### src/rtl/phy_link_irq_ctrl.sv
module phy_link_irq_ctrl #(
  parameter int ADDR_W = 5,
  parameter int DATA_W = 16
) (
  input  logic              clk,
  input  logic              rst_n,
  input  logic [ADDR_W-1:0] reg_addr,
  input  logic [DATA_W-1:0] reg_wdata,
  input  logic              reg_wr,
  input  logic              reg_rd,
  output logic [DATA_W-1:0] reg_rdata,
  input  logic              link_up,
  output logic              irq_out,
  output logic              irq_drive
);
  localparam logic [ADDR_W-1:0] A_STAT = ADDR_W'(5'h10);
  localparam logic [ADDR_W-1:0] A_CFG  = ADDR_W'(5'h11);
  localparam logic [ADDR_W-1:0] A_SRC  = ADDR_W'(5'h12);
  localparam int B_SUM = 7, B_LNK = 0;
  localparam int B_POL = 3, B_GEN = 1, B_OE = 0;
  localparam int B_PEND = 13, B_EN = 5;

  logic link_q, pend, src_en, sum, pol, gen_en, oe;

  wire hit_stat = reg_addr == A_STAT;
  wire hit_cfg  = reg_addr == A_CFG;
  wire hit_src  = reg_addr == A_SRC;
  wire evt      = link_up != link_q;
  wire active   = gen_en && (sum || (pend && src_en));

  always_ff @(posedge clk) begin
    if (!rst_n) begin
      link_q <= 1'b0;
      pend   <= 1'b0;
      src_en <= 1'b0;
      sum    <= 1'b0;
      pol    <= 1'b0;
      gen_en <= 1'b0;
      oe     <= 1'b0;
    end else begin
      link_q <= link_up;
      if (evt)                      pend <= 1'b1;
      else if (reg_rd && hit_src)   pend <= 1'b0;
      if (evt && src_en)            sum  <= 1'b1;
      else if (reg_rd && hit_stat)  sum  <= 1'b0;
      if (reg_wr && hit_src) src_en <= reg_wdata[B_EN];
      if (reg_wr && hit_cfg) begin
        pol    <= reg_wdata[B_POL];
        gen_en <= reg_wdata[B_GEN];
        oe     <= reg_wdata[B_OE];
      end
    end
  end

  always_comb begin
    reg_rdata = '0;
    if (hit_stat) begin
      reg_rdata[B_SUM] = sum;
      reg_rdata[B_LNK] = link_q;
    end else if (hit_cfg) begin
      reg_rdata[B_POL] = pol;
      reg_rdata[B_GEN] = gen_en;
      reg_rdata[B_OE]  = oe;
    end else if (hit_src) begin
      reg_rdata[B_PEND] = pend;
      reg_rdata[B_EN]   = src_en;
    end
  end

  assign irq_out   = pol ? active : !active;
  assign irq_drive = oe;

  p_pend_set_r2: assert property (@(posedge clk) disable iff (!rst_n)
    (link_up != link_q) |=> pend);
  p_pend_rdclr_r3: assert property (@(posedge clk) disable iff (!rst_n)
    (reg_rd && hit_src && link_up == link_q) |=> !pend);
  p_en_wr_zero_r4: assert property (@(posedge clk) disable iff (!rst_n)
    (reg_wr && hit_src && reg_wdata == '0) |=> !src_en);
  p_sum_rdclr_r5: assert property (@(posedge clk) disable iff (!rst_n)
    (reg_rd && hit_stat && !(evt && src_en)) |=> !sum);
  p_sum_wr_r6: assert property (@(posedge clk) disable iff (!rst_n)
    (reg_wr && hit_stat && !reg_rd && !(evt && src_en)) |=> sum == $past(sum));
  p_drive_r11: assert property (@(posedge clk) disable iff (!rst_n)
    (reg_wr && hit_cfg) |=> irq_drive == $past(reg_wdata[B_OE]));
endmodule

### config.mk
export PLATFORM = sky130hd
export DESIGN_NAME = phy_link_irq_ctrl
export DESIGN_NICKNAME = d
export VERILOG_FILES = /design/src/rtl/phy_link_irq_ctrl.sv
export SDC_FILE = /design/constraint.sdc
export NUM_CORES = 1
export LEC_CHECK = 0
export BUFFER_PORTS_ARGS = -buffer_cell sky130_fd_sc_hd__buf_2
export CELL_PAD_IN_SITES_DETAIL_PLACEMENT = 0
export CELL_PAD_IN_SITES_GLOBAL_PLACEMENT = 1
export CORE_MARGIN = 2
export CORE_UTILIZATION = 23
export CTS_CLUSTER_DIAMETER = 80
export CTS_CLUSTER_SIZE = 20
export DETAILED_ROUTE_END_ITERATION = 8
export HOLD_SLACK_MARGIN = 0.12
export PLACE_DENSITY = 0.77
export SYNTH_ARGS = -nofsm -noshare
export SYNTH_HDL_FRONTEND = slang
export SYNTH_SLANG_ARGS = --single-unit
### constraint.sdc
create_clock -name clk -period 2.1 [get_ports clk]
set_input_delay 0.63 -clock clk [delete_from_list [all_inputs] [get_ports clk]]
set_output_delay 0.63 -clock clk [all_outputs]
set_load 0.05 [all_outputs]
==> impl_results.md <==
- DR pass1 iterations: 4
- Clock Path Buffers: 2
- Core Rows: 16
- CTS buffer count: 3
- FF+latch count, synth: 7
- GRT overflow: 0
- Clock-pin transition on the worst setup and hold timing paths: 0.05 ns
- Largest delay share family, worst path: simple AND/OR/NAND/NOR gates
- Clock Sinks: 7
- Status: complete, but fails checks
- ANT nets after route: 0
- Fin. max-slew vios: 0
- CORE AREA: 0.00196 sq mm
- Hold WS: 0.470 ns
- Static Leak: around 0.33 nW
- Multi-input gate area: between 300 and 400 sq um
- Post-synthesis cell area: between 400 and 500 sq um
- Most frequent cell after synthesis: buf_4
- Pwr/cell area: 488 mW/mm^2
- Area Growth Syn to Fin: 50.0%
- Crit path cell chain: buf_6 > or4b_4 > nor3b_4 > buf_6
- RSZ-0062 raised after global routing: yes
- Initial Util: 0.245
- Peak VDD IR: 0.122 mV
- Synthesis Warnings: 0
- Register area: approximately 140 sq um
- Port bufs: 21
- CP required: around 1.5 ns
- Post-synthesis adder-cell area fraction: 0
- Largest net degree at the start of global routing: 12
- Max Freq: between 400 and 500 MHz
- Initial antenna violation count: 0
- CP Max Fanout: 3
- Crit path max-delay cell type: or4b_4
- Vias in the first global route: around 440
- Tcrit/Tclk final: 1.10
- Post-Syn Instances: 58
- Final Hold Vio Count: 0
- Gpl congestion: 0.768
- Total number of vias: around 440
- Number of enable flip-flop cells after synthesis: 0
- Critical path capture point type: primary output
- Post-synthesis sequential area ratio: 0.292
- Fin nets: roughly 110
- DRC: 0
- Asr flop ratio synth: 0
- Largest area contributor in the netlist: dfxtp_1
- Final setup fails: 6
- Synth Area in Simple Gates: 0.289
- Mapped Avg Cell Area: 8.28 sq um
- Buf/Inv on CP: 2
- Post-synthesis cell type count: 22
- Top FF cell, synth: dfxtp_1
- Die Area: 0.00247 sq mm
- Iter 0 DRT Violations: 2
- Failing checks: setup timing
- Final period demand of the worst path: between 2 and 2.5 ns
- Area share of the largest cell type after synthesis: 0.292
- I/O pin total: 44
- Clock Latency Late Sink: roughly 0.25 ns
- Largest family of logic cells by synthesized area: simple AND/OR/NAND/NOR gates
- First-pass GRT wire length: 1.81 mm
- Crit-path max cell delay: about 0.58 ns
- Worst EP arrival: 1.69 ns
- Share of cells above drive strength 1: 0.464
- CP dominant cell by count: buf_6
- Post-Synth XOR/XNOR Area: 0.0365
- Max_cap viols: 0
- Die H: 49.7 microns
- Multiplexer share of the synthesized area: 0.104
- Area after DPL: around 620 sq um
- DRT Wirelength: 1.05 mm
- Final worst slack: -0.219 ns
- Worst Skew: about 0.000084 ns
- Root Buffer: clkbuf_4
- DIE WIDTH: 49.7 microns
- HP Class: flip-flop to flip-flop
- Routed len/inst: approximately 9.5 microns
- CTS tree: built
- H-tree Lvls: 1
- Post-synthesis compound-gate area fraction: 0.0729
- Dpl hpwl: just over 800 microns
- Antenna diodes: 0
- Fin area: between 700 and 800 sq um
- Power Total: 352 uW
- WS Path Type: input port to primary output
- Vias per inst: 3.92
- CP startpoint kind: input port
- Number of hold buffers added after cts: 0
- Total global-route track usage: 0.0971
- Dominant cells by area after synthesis: dfxtp_1 29%, buf_4 16%, mux2i_1 10%
- Fillers: roughly 220
- Synth top cells by count: 10 x buf_4, 9 x nand2_1, 7 x dfxtp_1, 5 x mux2i_1
-- flip-flops by register name, summed over array words and instances (netlist names) --
name,flops
gen_en,1
irq_drive,1
src_en,1
pol,1
link_q,1
pend,1
sum,1
-- worst paths after layout --
| check | endpoint | slack [ns] | startpoint | depth (start not counted) |
|---|---|---|---|---|
| max | reg_rdata[7] | -0.22 | reg_addr[1] | 4 |
| min | gen_en | 0.47 | gen_en | 2 |
| max reg2reg | pend | 1.18 | link_q | 3 |
| min reg2reg | gen_en | 0.47 | gen_en | 2 |
-- cell families (layout without fill, tap and decap cells) --
kind of cell              count (synthesis)  count (layout)
and+or+nand+nor                          24              24
buffers and inverters                    15              32
DFF                                       7               7
muxes                                     5               5
AOI/OAI and AO/OA                         4               4
xor gates and xnor gates                  2               2
other                                     1              10
-- worst register-to-register path: cells and delay by family (launching register included) --
kind	cells	cell delay, ns
xor+xnor	1	0.25
simple gates	1	0.17
compound gates	1	0.05
flops	1	0.31
-- cell type report --
class | instances | area share
Inverter | 2 | 0.0104
Clock buffer | 4 | 0.0365
Multi-Input combinational cell | 45 | 0.443
Tap cell | 27 | 0.0469
Sequential cell | 7 | 0.194
Timing Repair Buffer | 26 | 0.269
-- placed cells by master (no fill, tap or decap) --
| cell | count |
|---|---|
| a21oi_1 | 1 |
| a311oi_1 | 1 |
| and2_1 | 1 |
| and2_4 | 2 |
| and3_1 | 1 |
| and3_2 | 2 |
| buf_2 | 14 |
| buf_4 | 5 |
| buf_6 | 5 |
| buf_8 | 2 |
| clkbuf_1 | 1 |
| clkbuf_4 | 3 |
| conb_1 | 10 |
| dfxtp_1 | 7 |
| inv_1 | 2 |
| mux2i_1 | 5 |
| nand2_1 | 9 |
| nor2_4 | 1 |
| nor2b_1 | 2 |
| nor3_1 | 1 |
| nor3b_4 | 2 |
| nor4b_1 | 1 |
| o21ai_1 | 1 |
| o311ai_2 | 1 |
| or3b_4 | 1 |
| or4b_4 | 1 |
| xnor2_1 | 2 |
-- power breakdown --
part	switching [mW]	internal [mW]
clock network	0.0506	0.0726
logic	0.0624	0.0272
registers	0.00231	0.137
total	0.115	0.236
-- what timing repair did --
item / CTS / global route
gates cloned: 0 / 0
buffers inserted: 1 / 0
pin swaps: 6 / 4
endpoints found under the setup margin: 6 / 6
gates resized for setup: 14 / 1
-- metal layers --
| metal | GRT usage | part of all wire | vias up |
|---|---|---|---|
| met4 | 0.0694 | 0.016 | 0 |
| met2 | 0.169 | 0.53 | 20 |
| li1 | - | - | 223 |
| met3 | 0.0212 | 0.050 | 2 |
| met5 | 0 | 0 | - |
| met1 | 0.102 | 0.41 | 190 |
-- metrics by stage --
step | instances | TNS [ns] | util | setup WS, ns
3_3_place_gp | 106 | -1.56 | 0.318 | -0.342
3_5_place_dp | 106 | -1.56 | 0.318 | -0.339
4_1_cts | 111 | -1.07 | 0.365 | -0.219
2_1_floorplan | 67 | -0.424 | - | -0.225
6_report | 111 | -0.998 | 0.367 | -0.219
5_1_grt | 111 | -1.23 | 0.367 | -0.246
Note: power is estimated with default switching activity, not from simulation.
